`src/rtl/eos_trail_pkg.sv`:
```
package eos_trail_pkg;

    localparam int BYTES_W = 3;

    typedef enum logic [1:0] {
        XF_NONE = 2'b00,
        XF_BYTE = 2'b01,
        XF_HALF = 2'b10,
        XF_WORD = 2'b11
    } xfer_code_e;

    typedef enum logic {
        SIDE_READ  = 1'b0,
        SIDE_WRITE = 1'b1
    } count_side_e;

    typedef struct packed {
        logic seen;   // end-of-input accepted, flush in progress
        logic sent;   // end-of-stream already delivered
    } eos_flags_t;

    function automatic logic [BYTES_W-1:0] code_to_bytes(input logic [1:0] code);
        case (xfer_code_e'(code))
            XF_BYTE: return BYTES_W'(1);
            XF_HALF: return BYTES_W'(2);
            XF_WORD: return BYTES_W'(4);
            default: return BYTES_W'(0);
        endcase
    endfunction

endpackage

```
`src/rtl/eos_size_decode.sv`:
```
module eos_size_decode
    import eos_trail_pkg::*;
(
    input  logic [1:0]         code,
    output logic [BYTES_W-1:0] bytes,
    output logic               active
);
    always_comb begin
        bytes  = code_to_bytes(code);
        active = (bytes != '0);
    end
endmodule

```
`src/rtl/eos_byte_counter.sv`:
```
module eos_byte_counter
    import eos_trail_pkg::*;
#(
    parameter int CNT_W = 8
) (
    input  logic               clk,
    input  logic               rst,
    input  logic               clr,
    input  logic               en,
    input  logic [BYTES_W-1:0] add,
    output logic [CNT_W-1:0]   cnt_q,
    output logic [CNT_W-1:0]   sum_sat
);
    localparam int SUM_W = CNT_W + 1;

    logic [SUM_W-1:0] sum_wide;

    always_comb begin
        sum_wide = {1'b0, cnt_q} + SUM_W'(add);
        sum_sat  = sum_wide[CNT_W] ? {CNT_W{1'b1}} : sum_wide[CNT_W-1:0];
    end

    always_ff @(posedge clk) begin
        if (rst || clr) begin
            cnt_q <= '0;
        end else if (en) begin
            cnt_q <= sum_sat;
        end
    end
endmodule

```
`src/rtl/eos_flag_ctrl.sv`:
```
module eos_flag_ctrl
    import eos_trail_pkg::*;
(
    input  logic       clk,
    input  logic       rst,
    input  logic       start,
    input  logic       in_eof,
    input  logic       fire,
    output eos_flags_t flags_q
);
    always_ff @(posedge clk) begin
        if (rst || start) begin
            flags_q <= '0;
        end else begin
            if (in_eof) flags_q.seen <= 1'b1;
            if (fire)   flags_q.sent <= 1'b1;
        end
    end
endmodule

```
`src/rtl/eos_trail_ctrl.sv`:
```
module eos_trail_ctrl
    import eos_trail_pkg::*;
#(
    parameter int TRAIL_W = 8
) (
    input  logic               clk,
    input  logic               rst,
    input  logic               start,
    input  logic               cfg_side,
    input  logic [TRAIL_W-1:0] cfg_trail,
    input  logic               in_eof,
    input  logic [1:0]         rd_size,
    input  logic [1:0]         wr_size,
    output logic               zero_fill,
    output logic               out_eof
);
    localparam int N_SIDES = 2;
    localparam int SIDE_RD = 0;
    localparam int SIDE_WR = 1;

    count_side_e        side_q;
    logic [TRAIL_W-1:0] trail_q;

    logic [1:0]         size_code [N_SIDES];
    logic [BYTES_W-1:0] side_bytes [N_SIDES];
    logic               side_active [N_SIDES];

    logic [BYTES_W-1:0] add_bytes;
    logic [TRAIL_W-1:0] cnt_q;
    logic [TRAIL_W-1:0] cnt_next;
    eos_flags_t         flags_q;
    logic               armed;
    logic               fire;

    // configuration is captured at start; reset selects the defaults
    always_ff @(posedge clk) begin
        if (rst) begin
            side_q  <= SIDE_READ;
            trail_q <= '0;
        end else if (start) begin
            side_q  <= count_side_e'(cfg_side);
            trail_q <= cfg_trail;
        end
    end

    assign size_code[SIDE_RD] = rd_size;
    assign size_code[SIDE_WR] = wr_size;

    for (genvar s = 0; s < N_SIDES; s++) begin : g_side
        eos_size_decode u_dec (
            .code   (size_code[s]),
            .bytes  (side_bytes[s]),
            .active (side_active[s])
        );
    end

    assign add_bytes = (side_q == SIDE_WRITE) ? side_bytes[SIDE_WR] : side_bytes[SIDE_RD];
    assign armed     = flags_q.seen && !flags_q.sent;

    eos_byte_counter #(.CNT_W(TRAIL_W)) u_cnt (
        .clk     (clk),
        .rst     (rst),
        .clr     (start),
        .en      (armed),
        .add     (add_bytes),
        .cnt_q   (cnt_q),
        .sum_sat (cnt_next)
    );

    always_comb begin
        if (side_q == SIDE_WRITE) begin
            fire = armed && side_active[SIDE_WR] && (cnt_next >= trail_q);
        end else begin
            fire = armed && (cnt_q >= trail_q);
        end
    end

    eos_flag_ctrl u_flags (
        .clk     (clk),
        .rst     (rst),
        .start   (start),
        .in_eof  (in_eof),
        .fire    (fire),
        .flags_q (flags_q)
    );

    assign zero_fill = flags_q.seen;
    assign out_eof   = fire;
endmodule

```
`config.mk`:
```
export PLATFORM = sky130hd
export DESIGN_NAME = eos_trail_ctrl
export DESIGN_NICKNAME = d
export VERILOG_FILES = /design/src/rtl/eos_trail_pkg.sv /design/src/rtl/eos_size_decode.sv /design/src/rtl/eos_byte_counter.sv /design/src/rtl/eos_flag_ctrl.sv /design/src/rtl/eos_trail_ctrl.sv
export SDC_FILE = /design/constraint.sdc
export NUM_CORES = 1
export LEC_CHECK = 0
export ABC_AREA = 1
export BUFFER_PORTS_ARGS = -buffer_cell sky130_fd_sc_hd__buf_2
export CORE_UTILIZATION = 30
export DETAILED_ROUTE_END_ITERATION = 8
export HOLD_SLACK_MARGIN = 0.15
export PLACE_DENSITY = 0.49
export SYNTH_ARGS = -nofsm -noshare
export SYNTH_HDL_FRONTEND = slang
export SYNTH_HIERARCHICAL = 1
export SYNTH_SLANG_ARGS = --single-unit
```
`constraint.sdc`:
```
create_clock -name clk -period 6.57 [get_ports clk]
set_input_delay 0.3285 -clock clk [delete_from_list [all_inputs] [get_ports clk]]
set_output_delay 0.3285 -clock clk [all_outputs]
set_load 0.05 [all_outputs]
```
==> reports/results.txt <==
Status -> completed
Largest net degree at the start of global routing -> 18
Drt pass-1 iters -> 4
ANT nets after route -> 0
Core area -> 4850 um^2
GP Congestion -> 0.764
Critical path type -> flop to primary output
IO Port Bufs -> 18
N_diodes -> 0
Die H -> 74.0 um
WP data required -> 6.24 ns
Synthesized area per cell -> 6.92 um^2
DP Wirelength -> 2.65 mm
Initial Util -> 32.1%
Clk_skew -> 0.00390 ns
Die area -> 5480 um^2
Worst skew pair latency -> 0.26 ns
Worst Hold Launch -> in_eof
Nature of the critical path startpoint -> flop
Crit path max-delay cell type -> fa_1
Die width -> 74.0 um
Final WL -> 3.22 mm
Post-CTS sizing -> 0
Post-Syn Area -> 1560 um^2
R2R depth -> 19
Slew headroom -> 61.6%
Root Buffer -> clkbuf_8
CP peak stage delay -> 0.45 ns
CP Cell Sequence -> inv_1 -> nand2_1 -> nand2_1 -> ha_1 -> fa_1 -> a21oi_4 -> nor2_4 -> nand2_4 -> nand3_2 -> ha_1 -> nand2_1 -> o21a_1 -> nand2_1 -> nand2_1 -> nand2_1 -> buf_2
H-Tree Depth -> 1
First-pass GRT wire length -> 5.42 mm
Sink Count -> 19
Hold Vio Cnt, Final -> 0
Min-Delay Path Class -> input port to flop
Hold Buf Count CTS -> 0
Final setup fails -> 0
Rows -> 25
P&R area growth vs syn -> 12.5%
Number of CTS-inserted buffers -> 3
Worst-Margin Slew -> 0.574 ns
Mean routed wirelength per cell -> 10.4 um
Worst Path Arrival -> 3.11 ns
Worst-case clock buffer depth -> 2
Fin crit share -> 52.3%
CP max FO -> 7
Drt via density -> 4.32
Final nets -> 282
FF-to-FF setup slack -> 3.71 ns
Initial antenna violation count -> 0
Pwr dens -> 156 nW/um^2
Remaining global-route overflow -> 0
Top delay family on crit path -> adder cells
Total track usage -> 13.0%
Maximum VDD drop -> 0.0770 mV
Max Slew Vio Count -> 0
CP endpoint kind -> primary output
CP bufs+invs -> 2
Crit-path most repeated cell -> nand2_1
Synth warnings -> 6
Fmax -> 291 MHz
Setup Buffers After CTS -> 0
DRC viols -> 0
Layout cells sized above 1 -> 18.9%
Max-Cap Viols -> 0
Number of global-route vias before repair -> 1,161
Reg-to-Reg End -> u_flags/flags_q[0]
Initial DRC count -> 45
Worst R2R Start -> side_q
Fin util -> 36.1%
Vias -> 1,342
Post-Syn Instances -> 225
CTS tree -> built
Hold Path Cell Cnt -> 3
RSZ-0062 raised after global routing -> false
Min-Delay Endpoint -> u_flags/flags_q[1]
Period minus WS final -> 3.44 ns
I/O Pins -> 19
Pleak -> 0.943 nW
Mapped Nets -> 262
Fillers -> 536
Setup tns final -> 0 ns
Reg clk slew, reported paths -> 0.07 ns
## through the flow
stage | total power (W) | setup WS, ns | hold slack (ns) | area [um^2] | cells
after floorplan | 0.000177 | 3.59 | 0.456 | 1560 | 225
after global placement | 0.000194 | 3.41 | 0.472 | 1710 | 307
after detailed placement | 0.000194 | 3.37 | 0.476 | 1710 | 307
after CTS | 0.000280 | 3.09 | 0.289 | 1750 | 311
after global routing | 0.000294 | 2.80 | 0.300 | 1750 | 311
final | 0.000274 | 3.13 | 0.298 | 1750 | 311
## cells in the final DEF (no fill, tap or decap), drive strengths merged, types with 4 or more instances in the layout
cell type / instances
o21ai: 11
nand2: 52
a211oi: 8
nand3: 12
nor2: 44
inv: 42
ha: 19
buf: 18
a21oi: 6
dfxtp: 19
clkbuf: 4
## state kept, by name, summed over array words and instances (netlist names)
register	flops
side_q	1
u_cnt/cnt_q	8
trail_q	8
u_flags/flags_q	2
## worst max-delay path by stage
stage / startpoint / to / slack, ns / cells past startpoint
6_report: side_q / out_eof / 3.13 / 16
4_1_cts: side_q / out_eof / 3.09 / 16
3_5_place_dp: wr_size[0] / out_eof / 3.37 / 18
3_3_place_gp: wr_size[0] / out_eof / 3.41 / 18
2_1_floorplan: side_q / out_eof / 3.59 / 15
5_1_grt: side_q / out_eof / 2.80 / 18
## routing by layer
layer  global-route usage, %  wire length [um]
met5                       0                 0
met4                    3.85                34
met3                    1.63                57
met2                    18.1              1250
met1                    20.4              1880
## layout make-up
cell class	count	area, um^2	area share [%]
well taps	67	83.8	4.79
flip-flops and latches	19	380	21.7
inverters	43	161	9.22
multi-input cells	160	990	56.5
repair buffers	18	90.1	5.15
clock buffers	4	45.0	2.57
## tightest hold or removal path, cell delays in order
cell and delay, ns:
buf_2 0.07, nor2_1 0.03, nor2_1 0.09
## where the power goes
part | total [W] | internal (W) | switching, W
Clock | 0.0000830 | 0.0000431 | 0.0000399
Combinational | 0.0000664 | 0.0000260 | 0.0000404
Sequential | 0.000124 | 0.000121 | 0.00000375
(Power assumes the default switching activity.)
